File: config.mk
export PLATFORM = sky130hd
export DESIGN_NAME = eventCombiner
export DESIGN_NICKNAME = d
export VERILOG_FILES = /design/src/rtl/eventCombinerPkg.sv /design/src/rtl/eventCombinerCtrl.sv /design/src/rtl/eventCombinerDatapath.sv /design/src/rtl/eventCombiner.sv
export SDC_FILE = /design/constraint.sdc
export NUM_CORES = 1
export LEC_CHECK = 0
export ABC_CLOCK_PERIOD_IN_PS = 1800
export BUFFER_PORTS_ARGS = -buffer_cell sky130_fd_sc_hd__buf_2
export CAP_MARGIN = 20
export CORE_ASPECT_RATIO = 0.9
export CORE_UTILIZATION = 44
export DETAILED_ROUTE_END_ITERATION = 12
export GPL_TIMING_DRIVEN = 0
export PLACE_DENSITY_LB_ADDON = 0.15
export SYNTH_ARGS = -nofsm -noshare
export SYNTH_HDL_FRONTEND = slang
export SYNTH_HIERARCHICAL = 1
export SYNTH_SLANG_ARGS = --single-unit
File: constraint.sdc
create_clock -name clk -period 1.8 [get_ports clk]
set_input_delay 0.09 -clock clk [delete_from_list [all_inputs] [get_ports clk]]
set_output_delay 0.09 -clock clk [all_outputs]
set_load 0.02 [all_outputs]
File: src/rtl/eventCombinerPkg.sv
package eventCombinerPkg;

  typedef enum logic [1:0] {
    KIND_FLAG = 2'd0,
    KIND_SET  = 2'd1,
    KIND_CLR  = 2'd2,
    KIND_MASK = 2'd3
  } regKind_e;

  typedef struct packed {
    logic     setStb;
    logic     clrStb;
    logic     maskStb;
    regKind_e rdKind;
  } ctrlStrobes_t;

endpackage

File: src/rtl/eventCombinerCtrl.sv
module eventCombinerCtrl
  import eventCombinerPkg::*;
#(
  parameter int NUM_BANKS = 4,
  localparam int IDX_W  = $clog2(NUM_BANKS),
  localparam int ADDR_W = IDX_W + 2
) (
  input  logic              regWrEn,
  input  logic [ADDR_W-1:0] regAddr,
  output ctrlStrobes_t      ctrl,
  output logic [IDX_W-1:0]  bankIdx
);

  regKind_e kind;
  logic     inRange;

  assign kind    = regKind_e'(regAddr[1:0]);
  assign bankIdx = regAddr[ADDR_W-1:2];
  assign inRange = (int'(bankIdx) < NUM_BANKS);

  always_comb begin
    ctrl         = '0;
    ctrl.rdKind  = kind;
    ctrl.setStb  = regWrEn && inRange && (kind == KIND_SET);
    ctrl.clrStb  = regWrEn && inRange && (kind == KIND_CLR);
    ctrl.maskStb = regWrEn && inRange && (kind == KIND_MASK);
  end

endmodule

File: src/rtl/eventCombinerDatapath.sv
module eventCombinerDatapath
  import eventCombinerPkg::*;
#(
  parameter int NUM_BANKS    = 4,
  parameter int BANK_W       = 32,
  parameter int NUM_RESERVED = 4,
  localparam int IDX_W   = $clog2(NUM_BANKS),
  localparam int TOTAL_W = NUM_BANKS * BANK_W
) (
  input  logic               clk,
  input  logic               rstN,
  input  logic [TOTAL_W-1:0] evtIn,
  input  ctrlStrobes_t       ctrl,
  input  logic [IDX_W-1:0]   bankIdx,
  input  logic [BANK_W-1:0]  wrData,
  output logic [BANK_W-1:0]  rdData,
  output logic [TOTAL_W-1:0] flagVec,
  output logic [TOTAL_W-1:0] maskVec,
  output logic [NUM_BANKS-1:0] combEvt
);

  logic [BANK_W-1:0] flagArr [NUM_BANKS];
  logic [BANK_W-1:0] maskArr [NUM_BANKS];

  for (genvar b = 0; b < NUM_BANKS; b++) begin : g_bank
    logic [BANK_W-1:0] evtQ, flagQ, maskQ;
    logic [BANK_W-1:0] rise, swSet, swClr, resvBits;
    logic              hit, combQ;

    // positions below NUM_RESERVED carry combined lines and are excluded
    always_comb begin
      for (int j = 0; j < BANK_W; j++) begin
        resvBits[j] = ((b * BANK_W + j) < NUM_RESERVED);
      end
    end

    assign hit   = (bankIdx == IDX_W'(b));
    assign rise  = evtIn[b*BANK_W +: BANK_W] & ~evtQ;
    assign swSet = (hit && ctrl.setStb) ? wrData : '0;
    assign swClr = (hit && ctrl.clrStb) ? wrData : '0;

    always_ff @(posedge clk or negedge rstN) begin
      if (!rstN) begin
        evtQ  <= '0;
        flagQ <= '0;
        maskQ <= '0;
        combQ <= 1'b0;
      end else begin
        evtQ  <= evtIn[b*BANK_W +: BANK_W];
        // hardware edges are ORed after the clear, so they win a collision
        flagQ <= (flagQ & ~swClr) | swSet | rise;
        if (hit && ctrl.maskStb) maskQ <= wrData;
        combQ <= |(flagQ & ~maskQ & ~resvBits);
      end
    end

    assign combEvt[b]                  = combQ;
    assign flagVec[b*BANK_W +: BANK_W] = flagQ;
    assign maskVec[b*BANK_W +: BANK_W] = maskQ;
    assign flagArr[b]                  = flagQ;
    assign maskArr[b]                  = maskQ;
  end

  always_comb begin
    rdData = '0;
    if (int'(bankIdx) < NUM_BANKS) begin
      case (ctrl.rdKind)
        KIND_FLAG: rdData = flagArr[bankIdx];
        KIND_MASK: rdData = maskArr[bankIdx];
        default:   rdData = '0;
      endcase
    end
  end

endmodule

File: src/rtl/eventCombiner.sv
module eventCombiner
  import eventCombinerPkg::*;
#(
  parameter int NUM_BANKS    = 4,
  parameter int BANK_W       = 32,
  parameter int NUM_RESERVED = 4,
  localparam int IDX_W   = $clog2(NUM_BANKS),
  localparam int ADDR_W  = IDX_W + 2,
  localparam int TOTAL_W = NUM_BANKS * BANK_W
) (
  input  logic                 clk,
  input  logic                 rstN,
  input  logic [TOTAL_W-1:0]   evtIn,
  input  logic                 regWrEn,
  input  logic [ADDR_W-1:0]    regAddr,
  input  logic [BANK_W-1:0]    regWrData,
  output logic [BANK_W-1:0]    regRdData,
  output logic [NUM_BANKS-1:0] combEvt
);

  ctrlStrobes_t       ctrl;
  logic [IDX_W-1:0]   bankIdx;
  logic [TOTAL_W-1:0] flagVec;
  logic [TOTAL_W-1:0] maskVec;

  eventCombinerCtrl #(.NUM_BANKS(NUM_BANKS)) u_ctrl (
    .regWrEn (regWrEn),
    .regAddr (regAddr),
    .ctrl    (ctrl),
    .bankIdx (bankIdx)
  );

  eventCombinerDatapath #(
    .NUM_BANKS   (NUM_BANKS),
    .BANK_W      (BANK_W),
    .NUM_RESERVED(NUM_RESERVED)
  ) u_dp (
    .clk     (clk),
    .rstN    (rstN),
    .evtIn   (evtIn),
    .ctrl    (ctrl),
    .bankIdx (bankIdx),
    .wrData  (regWrData),
    .rdData  (regRdData),
    .flagVec (flagVec),
    .maskVec (maskVec),
    .combEvt (combEvt)
  );

endmodule

==> metrics.txt, run 1 <==
CP startpoint kind flip-flop; most numerous cell types in the synthesized netlist 388 x sky130_fd_sc_hd__dfrtp_1, 248 x sky130_fd_sc_hd__inv_1, 128 x sky130_fd_sc_hd__a221o_1; Final Power 24.2 mW; Critical-path top delay cell sky130_fd_sc_hd__mux4_2; syn_area_per_cell 12.7 sq um; net count of the finished layout 2028; top area cells in the synthesized netlist sky130_fd_sc_hd__dfrtp_1 57%, sky130_fd_sc_hd__mux4_2 8.5%, sky130_fd_sc_hd__mux2_2 7.6%; area added between synthesis and finish 35.5%; max incr delay on CP 520 ps; Total Negative Setup Slacks -3300 ps; routed wirelength normalized by instance count 25.6 microns; min cycle time layout 1950 ps; total routing usage reported by global routing 0.313; crit path kind reg2out; max-cap viol count 0; library cell occupying the most area in the post-synthesis netlist sky130_fd_sc_hd__dfrtp_1; Worst R2R End u_dp/g_bank[0].combQ$_DFF_PN0_; outcome finished, violations left; final estimated routing congestion in global placement 0.946; Most used DFF post-synth sky130_fd_sc_hd__dfrtp_1; hold slack final 144 ps; IR drop worst, VDD 0.941 mV; remaining number of nets flagged by the antenna check after routing 0; setup repair after global routing missed its margin yes; CTS Sinks 388; total of endpoints with negative setup slack in the final report 32; yosys synthesis warning count 6; Seq cells post-synth 388; TritonCTS clock tree yes; violations in the final reports setup timing; violation count after the first detailed-routing iteration 1220; cell count of the worst hold path 4; ports placed on the boundary 203; clock insertion delay at the later pin of the skew report 550 ps; Mapped Cells 1335; clock buffers created by TritonCTS 42; Largest delay share family, worst path multiplexers; Mapped Area 0.0170 sq mm; minimum setup slack after placement -659 ps; Die X-Extent 209 microns; HPWL after DPL 42700 microns; first-pass GRT wire length 89600 microns; proportion of netlist area held by the largest area contributor 0.572; worst rel slew slack 0.582; vias in the first global route 13700; register-to-register setup slack 120 ps; post-route DRC violation count 0; number of vias in the routed layout 13600; Crit path required time 1710 ps; antenna violations before repair 0; Seq/Total Area, Yosys 0.572; combined buffer and inverter count along the critical path 1; pin count of the biggest net entering global routing 121; CP Max Fanout 3; share of the clock period used by the worst path after layout 1.09; worst clock skew on the final layout 19.2 ps; H-tree level count 2; Post-synth EDFFs 0; DIE HEIGHT 188 microns; number of buffers on the longest clock path 3; setup slack after layout -153 ps; clock-pin slew on the worst setup and hold paths 60 ps; Die Area 0.0393 sq mm; Final Routed Wirelength 60700 microns; standard-cell rows 67; launch point of the critical path u_dp/g_bank[1].maskQ[6]$_DFFE_PN0P_; Mapped Nets 1504; actual transition at the worst max-transition pin 627 ps; Cell Pwr Density 1050 mW/mm^2; Max Clk Rate 512 MHz; layout cell share with drive strength beyond 1 0.343; worst r2r src u_dp/g_bank[0].flagQ[27]$_DFF_PN0_; Levels on crit path 3; initial cell density of the core 0.451; capturing element of the worst setup path regRdData[6]; count of distinct cell types in the synthesized netlist 26; area of the core 0.0376 sq mm; chain of cells forming the critical path mux4_2, a22o_1, buf_6; Worst Path Arrival 1860 ps; DR vias/cell 5.72; dominant cell by count in the synthesized netlist sky130_fd_sc_hd__dfrtp_1; remaining global-route overflow 0; utilization after layout 0.611; worst min-delay path category in2reg; antenna cell count 0; DR pass1 iterations 5; Worst Setup End Kind output port; count of buffers from port buffering 200; max-slew violation count 0; cell chosen for the clock root sky130_fd_sc_hd__clkbuf_16; count of endpoints failing hold in the final timing report 0; leakage power 11.1 nW; length in cells of the worst reg-to-reg path 4; async set or reset register ratio after synthesis 1.00
==> kinds of logic (layout without fill, tap and decap cells) <==
kind of cell | Yosys count | in the layout | synth area share
mux | 190 | 190 | 0.169
buf+inv | 356 | 912 | 0.0873
flops | 388 | 388 | 0.572
simple gates | 53 | 53 | 0.0185
fa+ha+maj | 2 | 2 | 0.00148
compound gates | 346 | 346 | 0.152
==> through the flow <==
stage | cells | instance area (sq um)
3_3_place_gp | 2018 | 18600
6_report | 2374 | 23000
3_5_place_dp | 2022 | 18700
4_1_cts | 2369 | 22900
5_1_grt | 2374 | 23000
2_1_floorplan | 1335 | 17000
==> flip-flops by register name, summed over array words and instances (netlist names) <==
name,flops
u_dp/g_bank.combQ,4
u_dp/g_bank.maskQ,128
u_dp/g_bank.evtQ,128
u_dp/g_bank.flagQ,128
==> tightest hold or removal path, cell delays in order <==
cell,delay (ps)
sky130_fd_sc_hd__buf_4,140
sky130_fd_sc_hd__nor2b_1,70
sky130_fd_sc_hd__nand2_1,180
sky130_fd_sc_hd__mux2_2,180
==> cell type report <==
class / instances / area [sq um]
Fill cell: 3007 / 14700
Sequential cell: 388 / 9710
Multi-Input combinational cell: 591 / 5820
Timing Repair Buffer: 480 / 3810
Clock buffer: 59 / 1260
Inverter: 248 / 931
Tap cell: 483 / 604
Buffer: 108 / 579
Clock inverter: 17 / 274
==> timing repair <==
| item | in CTS | in global routing |
|---|---|---|
| setup endpoints to repair | 33 | 41 |
| endpoints found under the hold margin | 373 | 0 |
| gates cloned | 0 | 1 |
| pin swaps | 32 | 0 |
| buffers inserted | 110 | 4 |
| hold buffers | 161 | 0 |
| gates resized for setup | 82 | 6 |
==> cells in the final DEF (no fill, tap or decap), types with 3 or more instances in the layout <==
cell type	instances
sky130_fd_sc_hd__a21oi_1	122
sky130_fd_sc_hd__a221o_1	128
sky130_fd_sc_hd__a22o_1	28
sky130_fd_sc_hd__a22o_4	4
sky130_fd_sc_hd__and2_1	7
sky130_fd_sc_hd__buf_16	4
sky130_fd_sc_hd__buf_2	214
sky130_fd_sc_hd__buf_4	128
sky130_fd_sc_hd__buf_6	37
sky130_fd_sc_hd__bufinv_16	7
sky130_fd_sc_hd__clkbuf_1	44
sky130_fd_sc_hd__clkbuf_16	46
sky130_fd_sc_hd__clkbuf_8	9
sky130_fd_sc_hd__clkinv_2	5
sky130_fd_sc_hd__clkinvlp_4	4
sky130_fd_sc_hd__dfrtp_1	385
sky130_fd_sc_hd__dfrtp_2	3
sky130_fd_sc_hd__dlygate4sd3_1	161
sky130_fd_sc_hd__inv_1	248
sky130_fd_sc_hd__mux2_1	12
sky130_fd_sc_hd__mux2_2	114
sky130_fd_sc_hd__mux4_2	64
sky130_fd_sc_hd__nand2_1	10
sky130_fd_sc_hd__nand4_1	4
sky130_fd_sc_hd__nor2b_1	10
sky130_fd_sc_hd__nor4_1	13
sky130_fd_sc_hd__o22ai_1	61
==> layer usage <==
layer / global-route usage / vias up / share of wire
met2: 0.476 / 628 / 0.45
met4: 0.0959 / 0 / 0.029
met3: 0.0717 / 105 / 0.089
met1: 0.448 / 6978 / 0.43
met5: 0 / - / 0
li1: - / 5871 / -
==> worst min-delay path by stage <==
| stage | from | to |
|---|---|---|
| final | regAddr[3] | u_dp/g_bank[1].maskQ[0]$_DFFE_PN0P_ |
| after global routing | regAddr[3] | u_dp/g_bank[1].maskQ[0]$_DFFE_PN0P_ |
| after CTS | regAddr[3] | u_dp/g_bank[1].maskQ[0]$_DFFE_PN0P_ |
| after detailed placement | rstN | u_dp/g_bank[0].evtQ[2]$_DFF_PN0_ |
| after global placement | evtIn[0] | u_dp/g_bank[0].evtQ[0]$_DFF_PN0_ |
| after floorplan | rstN | u_dp/g_bank[0].combQ$_DFF_PN0_ |
==> power by group <==
part           switching [mW]  total [mW]  internal (mW)
clock network            3.64        9.53           5.89
logic                    2.12        4.57           2.45
registers               0.475        10.1           9.64
total                    6.23        24.2           18.0
(Power assumes the default switching activity.)
==> run 2: changes to the inputs <==
--- a/config.mk
+++ b/config.mk
@@ -8,11 +8,14 @@
 export ABC_CLOCK_PERIOD_IN_PS = 1800
 export BUFFER_PORTS_ARGS = -buffer_cell sky130_fd_sc_hd__buf_2
 export CAP_MARGIN = 20
+export CELL_PAD_IN_SITES_DETAIL_PLACEMENT = 1
+export CELL_PAD_IN_SITES_GLOBAL_PLACEMENT = 1
 export CORE_ASPECT_RATIO = 0.9
 export CORE_UTILIZATION = 44
 export DETAILED_ROUTE_END_ITERATION = 12
 export GPL_TIMING_DRIVEN = 0
 export PLACE_DENSITY_LB_ADDON = 0.15
+export RECOVER_POWER = 100
 export SYNTH_ARGS = -nofsm -noshare
 export SYNTH_HDL_FRONTEND = slang
 export SYNTH_HIERARCHICAL = 1
==> run 2 against run 1 <==
  * The run still ends with setup timing left
  * Count of clock-buffer cells in the layout grew 10
  * First-iteration DRC count grew 3.5%
  * Non-clock buffer count shrank 2
  * Worst setup slack lost 31 ps
  * Wire length grew 11%
  * Global-route usage grew 3.4 points
  * Worst hold slack lost 56 ps
  * Sequential share of layout area grew 0.78 points
  * Via count grew 2.7%
  * Combinational power is essentially flat
  * Largest cell class unchanged
  * Largest power group unchanged
==> metrics.txt, run 2 (synthesis results as in run 1) <==
area of the core 0.0376 sq mm (unchanged); worst min-delay path category in2async; length in cells of the worst reg-to-reg path 5 (+1); largest registers in the final layout u_dp/g_bank.evtQ (128), u_dp/g_bank.flagQ (128), u_dp/g_bank.maskQ (128); antenna violations before repair 2 (+2); setup slack after layout -184 ps (-30.6 ps); chain of cells forming the critical path mux4_2, a22o_4, buf_6; DR vias/cell 5.88 (+2.8%); first-pass GRT wire length 98400 microns (+9.8%); Largest delay share family, worst path multiplexers; final estimated routing congestion in global placement 0.925 (-2.2%); remaining number of nets flagged by the antenna check after routing 0 (unchanged); max-slew violation count 0 (unchanged); DR pass1 iterations 5 (unchanged); Worst Setup End Kind output port; CP startpoint kind flip-flop; violation count after the first detailed-routing iteration 1263 (+3.5%); launch point of the critical path u_dp/g_bank[2].maskQ[26]$_DFFE_PN0P_; actual transition at the worst max-transition pin 1060 ps (+432 ps); outcome finished, violations left; worst r2r src u_dp/g_bank[2].flagQ[8]$_DFF_PN0_; # fillers 3898 (+30%); net count of the finished layout 2028 (unchanged); TritonCTS clock tree yes; share of the clock period used by the worst path after layout 1.10 (+0.0170); CP Max Fanout 2 (-1); most common cell after layout, fill and taps aside sky130_fd_sc_hd__dfrtp_1; layout cell share with drive strength beyond 1 0.255 (-0.0874); clock-pin slew on the worst setup and hold paths 60 ps (about the same); leakage power 10.5 nW (-4.7%); total of endpoints with negative setup slack in the final report 35 (+9.4%); Cell Pwr Density 1040 mW/mm^2 (-1.2%); combined buffer and inverter count along the critical path 1 (unchanged); IR drop worst, VDD 0.652 mV (-31%); max-cap viol count 0 (unchanged); Total Negative Setup Slacks -4100 ps (-805 ps); capturing element of the worst setup path regRdData[26]; min cycle time layout 1980 ps (+30.6 ps); cell chosen for the clock root sky130_fd_sc_hd__clkbuf_16; register cell area after layout 0.00971 sq mm (unchanged); HPWL after DPL 45100 microns (+5.7%); ports placed on the boundary 203 (unchanged); count of endpoints failing hold in the final timing report 0 (unchanged); standard-cell rows 67 (unchanged); most used cells in the layout excluding fill and tap cells 385 x sky130_fd_sc_hd__dfrtp_1, 248 x sky130_fd_sc_hd__inv_1, 202 x sky130_fd_sc_hd__clkbuf_1, 161 x sky130_fd_sc_hd__dlygate4sd3_1, 128 x sky130_fd_sc_hd__a221o_1; DIE HEIGHT 188 microns (unchanged); area added between synthesis and finish 33.1%; post-route DRC violation count 0 (unchanged); Critical-path top delay cell sky130_fd_sc_hd__mux4_2; Max Clk Rate 504 MHz (-1.5%); Worst R2R End u_dp/g_bank[2].combQ$_DFF_PN0_; pin count of the biggest net entering global routing 118 (-2.5%); Die Area 0.0393 sq mm (unchanged); total routing usage reported by global routing 0.347 (+0.0338); H-tree level count 2 (unchanged); number of vias in the routed layout 14000 (+2.7%); crit path kind reg2out; CTS Sinks 388 (unchanged); worst rel slew slack 0.294 (-0.288); setup repair after global routing missed its margin yes; routed wirelength normalized by instance count 28.3 microns (+11%); remaining global-route overflow 0 (unchanged); Final Routed Wirelength 67200 microns (+11%); Final Power 23.5 mW (-2.9%); Levels on crit path 3 (unchanged); vias in the first global route 15000 (+9.5%); Crit path required time 1710 ps (about the same); max incr delay on CP 510 ps (about the same); clock insertion delay at the later pin of the skew report 560 ps (about the same); count of buffers from port buffering 200 (unchanged); initial cell density of the core 0.451 (unchanged); Multi-input gate area 0.00580 sq mm (-0.32%); number of buffers on the longest clock path 3 (unchanged); clock buffers created by TritonCTS 44 (+4.8%); Worst Path Arrival 1890 ps (+30 ps); Die X-Extent 209 microns (unchanged); violations in the final reports setup timing; worst clock skew on the final layout 18.1 ps (-1.08 ps); register-to-register setup slack 0 ps (-120 ps)
[run 2: changes by cell type in the layout (fill, tap and decap cells not counted), moves of 3 or more]
| cell | change |
|---|---|
| sky130_fd_sc_hd__bufinv_16 | -7 |
| sky130_fd_sc_hd__clkbuf_2 | +11 |
| sky130_fd_sc_hd__buf_4 | -6 |
| sky130_fd_sc_hd__buf_16 | -3 |
| sky130_fd_sc_hd__buf_2 | -164 |
| sky130_fd_sc_hd__clkbuf_1 | +158 |
| sky130_fd_sc_hd__clkbuf_8 | +9 |
| sky130_fd_sc_hd__clkbuf_4 | +4 |
| sky130_fd_sc_hd__clkinvlp_4 | -4 |
[run 2: cell type report]
| cell class | instances | area share |
|---|---|---|
| sequential | 388 | 0.430 |
| multi-input combinational | 591 | 0.257 |
| timing repair buffer | 478 | 0.158 |
| clock buffer | 69 | 0.0596 |
| inverter | 248 | 0.0412 |
| tap | 483 | 0.0268 |
| buffer | 108 | 0.0251 |
| clock inverter | 6 | 0.00161 |
| antenna | 2 | 0.000222 |
[run 2: repair_timing]
action | in CTS | in global routing
setup endpoints to repair | 32 | 114
hold buffers | 161 | 0
pin swaps | 30 | 2
gates resized for setup | 77 | 10
setup buffers | 105 | 8
hold endpoints to repair | 326 | 0
gates cloned | 0 | 1
[run 2: layer usage]
layer,up-vias,track usage,part of all wire
met5,-,0,0
met2,654,0.548,0.46
met1,7320,0.472,0.41
met4,0,0.140,0.042
li1,5847,-,-
met3,130,0.0688,0.085
[run 2: power breakdown]
| group | total (mW) | switching, mW | internal, mW | leakage [nW] |
|---|---|---|---|---|
| Clock | 8.76 | 3.65 | 5.10 | 0.687 |
| Combinational | 4.59 | 2.21 | 2.38 | 5.61 |
| Sequential | 10.2 | 0.508 | 9.65 | 4.25 |
| Total | 23.5 | 6.37 | 17.1 | 10.5 |
[run 2: per-stage QoR]
step | area (sq um) | utilization | setup WS, ps | hold slack, ps | cells
global placement | 18600 | 0.493 | -7130 | 210 | 2018
finish | 22600 | 0.600 | -184 | 88.6 | 2373
detailed placement | 18700 | 0.496 | -607 | 83.9 | 2021
floorplan | 17000 | - | 310 | -206 | 1335
CTS | 22700 | 0.603 | -184 | 90.0 | 2362
global route | 22600 | 0.600 | -193 | 143 | 2371
[run 2: how the worst min path moves through the flow]
stage	depth (start not counted)	start	to
floorplan	0	rstN	u_dp/g_bank[0].combQ$_DFF_PN0_
finish	2	rstN	u_dp/g_bank[0].evtQ[2]$_DFF_PN0_
global route	2	rstN	u_dp/g_bank[0].evtQ[2]$_DFF_PN0_
global placement	1	evtIn[0]	u_dp/g_bank[0].evtQ[0]$_DFF_PN0_
detailed placement	1	rstN	u_dp/g_bank[0].evtQ[2]$_DFF_PN0_
CTS	4	regAddr[3]	u_dp/g_bank[1].maskQ[31]$_DFFE_PN0P_
